--- src/rtl/sai_tx_pkg.sv ---
`timescale 1ns/1ps
package sai_tx_pkg;
  localparam int SAMPLE_W = 24;
  localparam int NARROW_W = 16;
  localparam int LEN_W    = 5;
  localparam int DLY_W    = 8;
  localparam int CNT_W    = 9;
  localparam int POS_W    = CNT_W + 1;
  localparam int IDX_W    = $clog2(SAMPLE_W);
  localparam int LEN_MIN  = 8;
  localparam int LEN_MAX  = SAMPLE_W;

  typedef struct packed {
    logic [LEN_W-1:0] wordLen;
    logic [DLY_W-1:0] delay;
    logic             sampleRise;
    logic             dualPhase;
    logic             mem24;
  } cfg_t;

  typedef struct packed {
    logic             load;
    logic             drive;
    logic [POS_W-1:0] pos;
  } strobe_t;

  localparam cfg_t CFG_RESET = '{wordLen: LEN_W'(16), delay: DLY_W'(1),
                                 sampleRise: 1'b1, dualPhase: 1'b1, mem24: 1'b0};

  function automatic logic [SAMPLE_W-1:0] alignWord(logic [SAMPLE_W-1:0] d, logic wide);
    return wide ? d : {d[NARROW_W-1:0], {(SAMPLE_W-NARROW_W){1'b0}}};
  endfunction
endpackage

--- src/rtl/sai_tx_ctrl.sv ---
`timescale 1ns/1ps
module sai_tx_ctrl
  import sai_tx_pkg::*;
(
  input  logic    clk,
  input  logic    rstN,
  input  logic    bclk,
  input  logic    wclk,
  input  cfg_t    cfgIn,
  output cfg_t    cfgAct,
  output cfg_t    cfgNow,
  output strobe_t strb
);
  logic             bclkPrev;
  logic             wclkLast;
  logic [CNT_W-1:0] cnt;
  cfg_t             cfgLoad;
  logic             rise, fall, sampleEv, driveEv, wRise, wFall, phaseStart;

  always_comb begin
    cfgLoad = cfgIn;
    if (cfgIn.wordLen < LEN_W'(LEN_MIN))      cfgLoad.wordLen = LEN_W'(LEN_MIN);
    else if (cfgIn.wordLen > LEN_W'(LEN_MAX)) cfgLoad.wordLen = LEN_W'(LEN_MAX);
  end

  assign rise       = bclk & ~bclkPrev;
  assign fall       = ~bclk & bclkPrev;
  assign sampleEv   = cfgAct.sampleRise ? rise : fall;
  assign driveEv    = cfgAct.sampleRise ? fall : rise;
  assign wRise      = sampleEv & wclk & ~wclkLast;
  assign wFall      = sampleEv & ~wclk & wclkLast;
  assign phaseStart = wRise | (wFall & cfgAct.dualPhase);
  assign cfgNow     = wRise ? cfgLoad : cfgAct;

  assign strb.load  = phaseStart;
  assign strb.drive = driveEv;
  assign strb.pos   = POS_W'(cnt) + POS_W'(1);

  always_ff @(posedge clk or negedge rstN) begin
    if (!rstN) begin
      bclkPrev <= 1'b0;
      wclkLast <= 1'b0;
      cnt      <= '1;
      cfgAct   <= CFG_RESET;
    end else begin
      bclkPrev <= bclk;
      if (sampleEv) begin
        wclkLast <= wclk;
        if (phaseStart)  cnt <= '0;
        else if (cnt != '1) cnt <= cnt + CNT_W'(1);
      end
      if (wRise) cfgAct <= cfgLoad;
    end
  end
endmodule

--- src/rtl/sai_tx_dp.sv ---
`timescale 1ns/1ps
module sai_tx_dp
  import sai_tx_pkg::*;
(
  input  logic                clk,
  input  logic                rstN,
  input  strobe_t             strb,
  input  cfg_t                cfg,
  input  logic [SAMPLE_W-1:0] inData,
  input  logic                inValid,
  output logic                dout,
  output logic                underrun
);
  logic [SAMPLE_W-1:0] word;
  logic [SAMPLE_W-1:0] pending;
  logic [POS_W-1:0]    off;
  logic [IDX_W-1:0]    idx;
  logic                inWin, bitNext;

  assign pending = alignWord(inData, cfg.mem24);
  assign off     = strb.pos - POS_W'(cfg.delay);
  assign inWin   = (strb.pos >= POS_W'(cfg.delay)) && (off < POS_W'(cfg.wordLen));
  assign idx     = IDX_W'(SAMPLE_W - 1) - off[IDX_W-1:0];

  always_comb begin
    if (inWin)                bitNext = word[idx];
    else if (cfg.delay == '0) bitNext = inValid & pending[SAMPLE_W-1];
    else                      bitNext = 1'b0;
  end

  always_ff @(posedge clk or negedge rstN) begin
    if (!rstN) begin
      word     <= '0;
      dout     <= 1'b0;
      underrun <= 1'b0;
    end else begin
      underrun <= strb.load & ~inValid;
      if (strb.load)  word <= inValid ? pending : '0;
      if (strb.drive) dout <= bitNext;
    end
  end
endmodule

--- src/rtl/sai_tx.sv ---
`timescale 1ns/1ps
module sai_tx
  import sai_tx_pkg::*;
(
  input  logic                clk,
  input  logic                rstN,
  input  logic                bclk,
  input  logic                wclk,
  input  logic [LEN_W-1:0]    cfgWordLen,
  input  logic [DLY_W-1:0]    cfgDelay,
  input  logic                cfgSampleRise,
  input  logic                cfgDualPhase,
  input  logic                cfgMem24,
  input  logic [SAMPLE_W-1:0] inData,
  input  logic                inValid,
  output logic                inReady,
  output logic                dout,
  output logic                underrun
);
  cfg_t    cfgIn, cfgAct, cfgNow;
  strobe_t strb;

  assign cfgIn = '{wordLen: cfgWordLen, delay: cfgDelay, sampleRise: cfgSampleRise,
                   dualPhase: cfgDualPhase, mem24: cfgMem24};

  sai_tx_ctrl uCtrl (
    .clk(clk), .rstN(rstN), .bclk(bclk), .wclk(wclk),
    .cfgIn(cfgIn), .cfgAct(cfgAct), .cfgNow(cfgNow), .strb(strb)
  );

  sai_tx_dp uDp (
    .clk(clk), .rstN(rstN), .strb(strb), .cfg(cfgNow),
    .inData(inData), .inValid(inValid), .dout(dout), .underrun(underrun)
  );

  assign inReady = strb.load;
endmodule

--- config.mk ---
export PLATFORM = sky130hd
export DESIGN_NAME = sai_tx
export DESIGN_NICKNAME = d
export VERILOG_FILES = /design/src/rtl/sai_tx_pkg.sv /design/src/rtl/sai_tx_ctrl.sv /design/src/rtl/sai_tx_dp.sv /design/src/rtl/sai_tx.sv
export SDC_FILE = /design/constraint.sdc
export NUM_CORES = 1
export LEC_CHECK = 0
export ABC_AREA = 1
export BUFFER_PORTS_ARGS = -buffer_cell sky130_fd_sc_hd__buf_2
export CORE_MARGIN = 1.5
export CORE_UTILIZATION = 28
export CTS_BUF_LIST = sky130_fd_sc_hd__clkbuf_2 sky130_fd_sc_hd__clkbuf_4 sky130_fd_sc_hd__clkbuf_8
export CTS_CLUSTER_DIAMETER = 120
export CTS_CLUSTER_SIZE = 20
export DETAILED_ROUTE_END_ITERATION = 8
export GPL_TIMING_DRIVEN = 0
export SLEW_MARGIN = 20
export SYNTH_ARGS = -nofsm -noshare
export SYNTH_HDL_FRONTEND = slang
export SYNTH_SLANG_ARGS = --single-unit
export TNS_END_PERCENT = 10
--- constraint.sdc ---
create_clock -name clk -period 9.55 [get_ports clk]
set_clock_uncertainty 0.05 [all_clocks]
set_input_delay 1.4325 -clock clk [delete_from_list [all_inputs] [get_ports clk]]
set_output_delay 1.4325 -clock clk [all_outputs]
set_load 0.05 [all_outputs]
==> flow_metrics.tcl <==
set metrics [dict create \
    hold_end "uCtrl.cfgAct[1]" \
    avgSynthCellArea_um2 7.397 \
    grt_pass1_vias 3008 \
    worst_skew_pair.late_latency_ns 0.31 \
    endpoint_kind "output port" \
    p_comb_frac 0.618 \
    post_cts_buffers 0 \
    gp_congestion 0.8874 \
    hold_depth 2 \
    htree_levels 2 \
    cp_top_family "buffers and inverters" \
    worst-path-buf-inv 4 \
    start_util 0.2897 \
    power_density_nw_per_um2 362.7 \
    setup_violations 0 \
    period_share 0.4929 \
    seqPwrFrac 0.273 \
    relSlewSlack 0.5461 \
    fin_setup_tns_ns 0 \
    die_h_um 112.4 \
    outcome "finished, violations left" \
    p_leak_nw 2.007 \
    syn_area_um2 3351 \
    synth.yosys.seq_area_share 0.4007 \
    period_needed_ns 4.707 \
    rsz0062_at_grt "false" \
    ir_drop_v 0.0001260 \
    violations "DRC" \
    n_fill_cell 1242 \
    mostFrequentLayoutCells "nand2_1, inv_1, o21ai_0" \
    drt-vias-per-instance 4.590 \
    yosys_warnings 0 \
    dp.final_hpwl_mm 6.533 \
    final_util 0.3354 \
    crit_type "primary input to output port" \
    synthArstFlopShare 1.000 \
    cap_violations 0 \
    cts-root-buf "clkbuf_8" \
    vias 2988 \
    hold_buffers 0 \
    p_int_uw 733.9 \
    clkPwrFrac 0.108 \
    drc 3 \
    antenna_found_initial 0 \
    crit_chain "buf_2, inv_1, nand2_2, o21ai_4, nand3_4, nand2_2, buf_1, buf_2" \
    design.core.area_um2 11560 \
    slowest_stage "buf_1" \
    arrival_ns 3.22 \
    finalNetCount 567 \
    clock_path_buffers 2 \
    rr_startpoint "uCtrl.cfgAct[2]" \
    worstSetupStartpointType "primary input" \
    grt-ovfl-total 0 \
    dr.pass1.iters 7 \
    wire_per_inst_um 12.71 \
    cts_tree "done" \
    r2r_cells 20 \
    postPlaceCellArea_um2 3767 \
    grt_usage 0.1382 \
    cts_buffers 5 \
    final_cell_area_um2 3879 \
    grt_start_max_net_pins 54 \
    diodes 0 \
    min-delay-start "uCtrl.cfgAct[1]" \
    final_common_cell "nand2_1" \
    drt_iter0_drc 183 \
    ys_ff_latch 53 \
    cts.sinks 53 \
    grt_pass1_wl_mm 14.26 \
    regToRegEndpoint "uDp.dout" \
    swShare 0.4783 \
    final_hold_viol_count 0 \
    synthToLayoutAreaGrowth_pct 15.76 \
    port_buffers 47 \
    cp_slowest_stage_delay_ns 0.42 \
    timing.final.max_slew_violations 0 \
    ys.flop_type "dfrtp_1" \
    rrSetupSlack_ns 5.84 \
    clk_pin_slew_worst_paths_ns 0.09 \
    die_w_um 112.4 \
    syn_nets 513 \
    fmax_ghz 0.2124 \
    post_cts_resized 0 \
    switchingPower_uw 672.9 \
    cp.required_ns 8.07 \
    drive_gt1_frac 0.1811 \
    die-area_um2 12630 \
    ant_nets 0 \
    synth_edf_count 0 \
    ios 48 \
    hp-class "register to register" \
    worst_pin_slew_ns 0.6808 \
    crit_path_max_fanout 10 \
    yosysUniqueCellTypes 37 \
    netlist_instances 453 \
    rows 39 \
    wirelength_mm 8.271 \
]
-- metal layers --
metal	wire length (um)	GRT usage
met2	3762	0.2270
met5	0	0
met1	4134	0.1946
met3	328	0.02214
met4	46	0.02616
-- registers in the layout (all words and copies together) (netlist names) --
name            cells
uDp.word           24
uCtrl.cnt           9
uCtrl.bclkPrev      1
uCtrl.wclkLast      1
uCtrl.cfgAct       16
uDp.underrun        1
uDp.dout            1
-- cells in the mapped netlist (all sizes together), types with 4 or more instances --
library cell | n | area, um^2
ha | 14 | 175.2
dfstp | 13 | 341.6
a32o | 6 | 60.06
buf | 7 | 48.79
a21oi | 16 | 80.08
nand2 | 106 | 405.4
inv | 80 | 300.3
xor2 | 4 | 35.03
o21ai | 65 | 366.6
nand3 | 26 | 147.7
clkbuf | 4 | 16.26
nand4 | 4 | 25.02
dfrtp | 40 | 1001
xnor2 | 4 | 35.03
nor2 | 42 | 157.7
o22ai | 10 | 62.56
-- cell families (layout without fill, tap and decap cells) --
family                   count (synthesis)  in the layout  synth area share
XOR/XNOR                                 8              8           0.02091
adder cells (fa/ha/maj)                 15             15           0.05825
buffers and inverters                   92            147            0.1102
flip-flops                              53             53            0.4007
AND/OR/NAND/NOR                        184            184            0.2311
AO/OA/AOI/OAI                          101            101            0.1789
-- through the flow --
stage	hold slack (ns)	power [mW]	std cells	setup slack [ns]
final	0.4303	1.407	651	4.843
after global routing	0.4645	1.575	651	4.689
after detailed placement	0.4154	1.253	643	4.666
after floorplan	0.3966	1.040	453	5.274
after CTS	0.4329	1.415	651	4.834
after global placement	0.4071	1.222	643	4.723
-- cell type report --
type	instances	area, um^2	share of cell area
Sequential cell	53	1343	0.3461
Tap cell	143	178.9	0.04613
Inverter	81	304.0	0.07839
Timing Repair Buffer	47	237.7	0.06129
Clock buffer	6	76.32	0.01968
Multi-Input combinational cell	308	1639	0.4226
Clock inverter	2	35.03	0.009032
Buffer	11	65.06	0.01677
-- power by group through the flow --
stage	registers, mW	logic, mW	clock network (mW)
2_1_floorplan	0.374	0.666	0
3_3_place_gp	0.384	0.837	0
3_5_place_dp	0.388	0.865	0
4_1_cts	0.384	0.872	0.159
5_1_grt	0.395	1.01	0.166
6_report	0.384	0.870	0.153
-- worst max path at each step --
stage          endpoint  cells past startpoint  slack [ns]  startpoint
3_3_place_gp   uDp.dout                     22        4.72        bclk
4_1_cts         inReady                      8        4.83        bclk
2_1_floorplan  uDp.dout                     21        5.27        bclk
5_1_grt         inReady                      8        4.69        bclk
3_5_place_dp   uDp.dout                     22        4.67        bclk
6_report        inReady                      8        4.84        bclk
-- worst register-to-register path, stage by stage, from the launching register on --
cell      delay (ns)
dfstp_2         0.58
nand3_2         0.11
o21ai_4         0.14
nand3_4         0.22
buf_6           0.20
nand2_1         0.05
o21a_1          0.13
inv_1           0.08
ha_1            0.21
fa_1            0.40
nand3b_1        0.17
nand2_1         0.15
xnor2_1         0.19
inv_1           0.11
ha_1            0.30
inv_1           0.06
o211ai_1        0.09
nor2_1          0.15
nand3_1         0.09
nand3_1         0.08
nand2_1         0.05
Note: power is estimated with default switching activity, not from simulation.
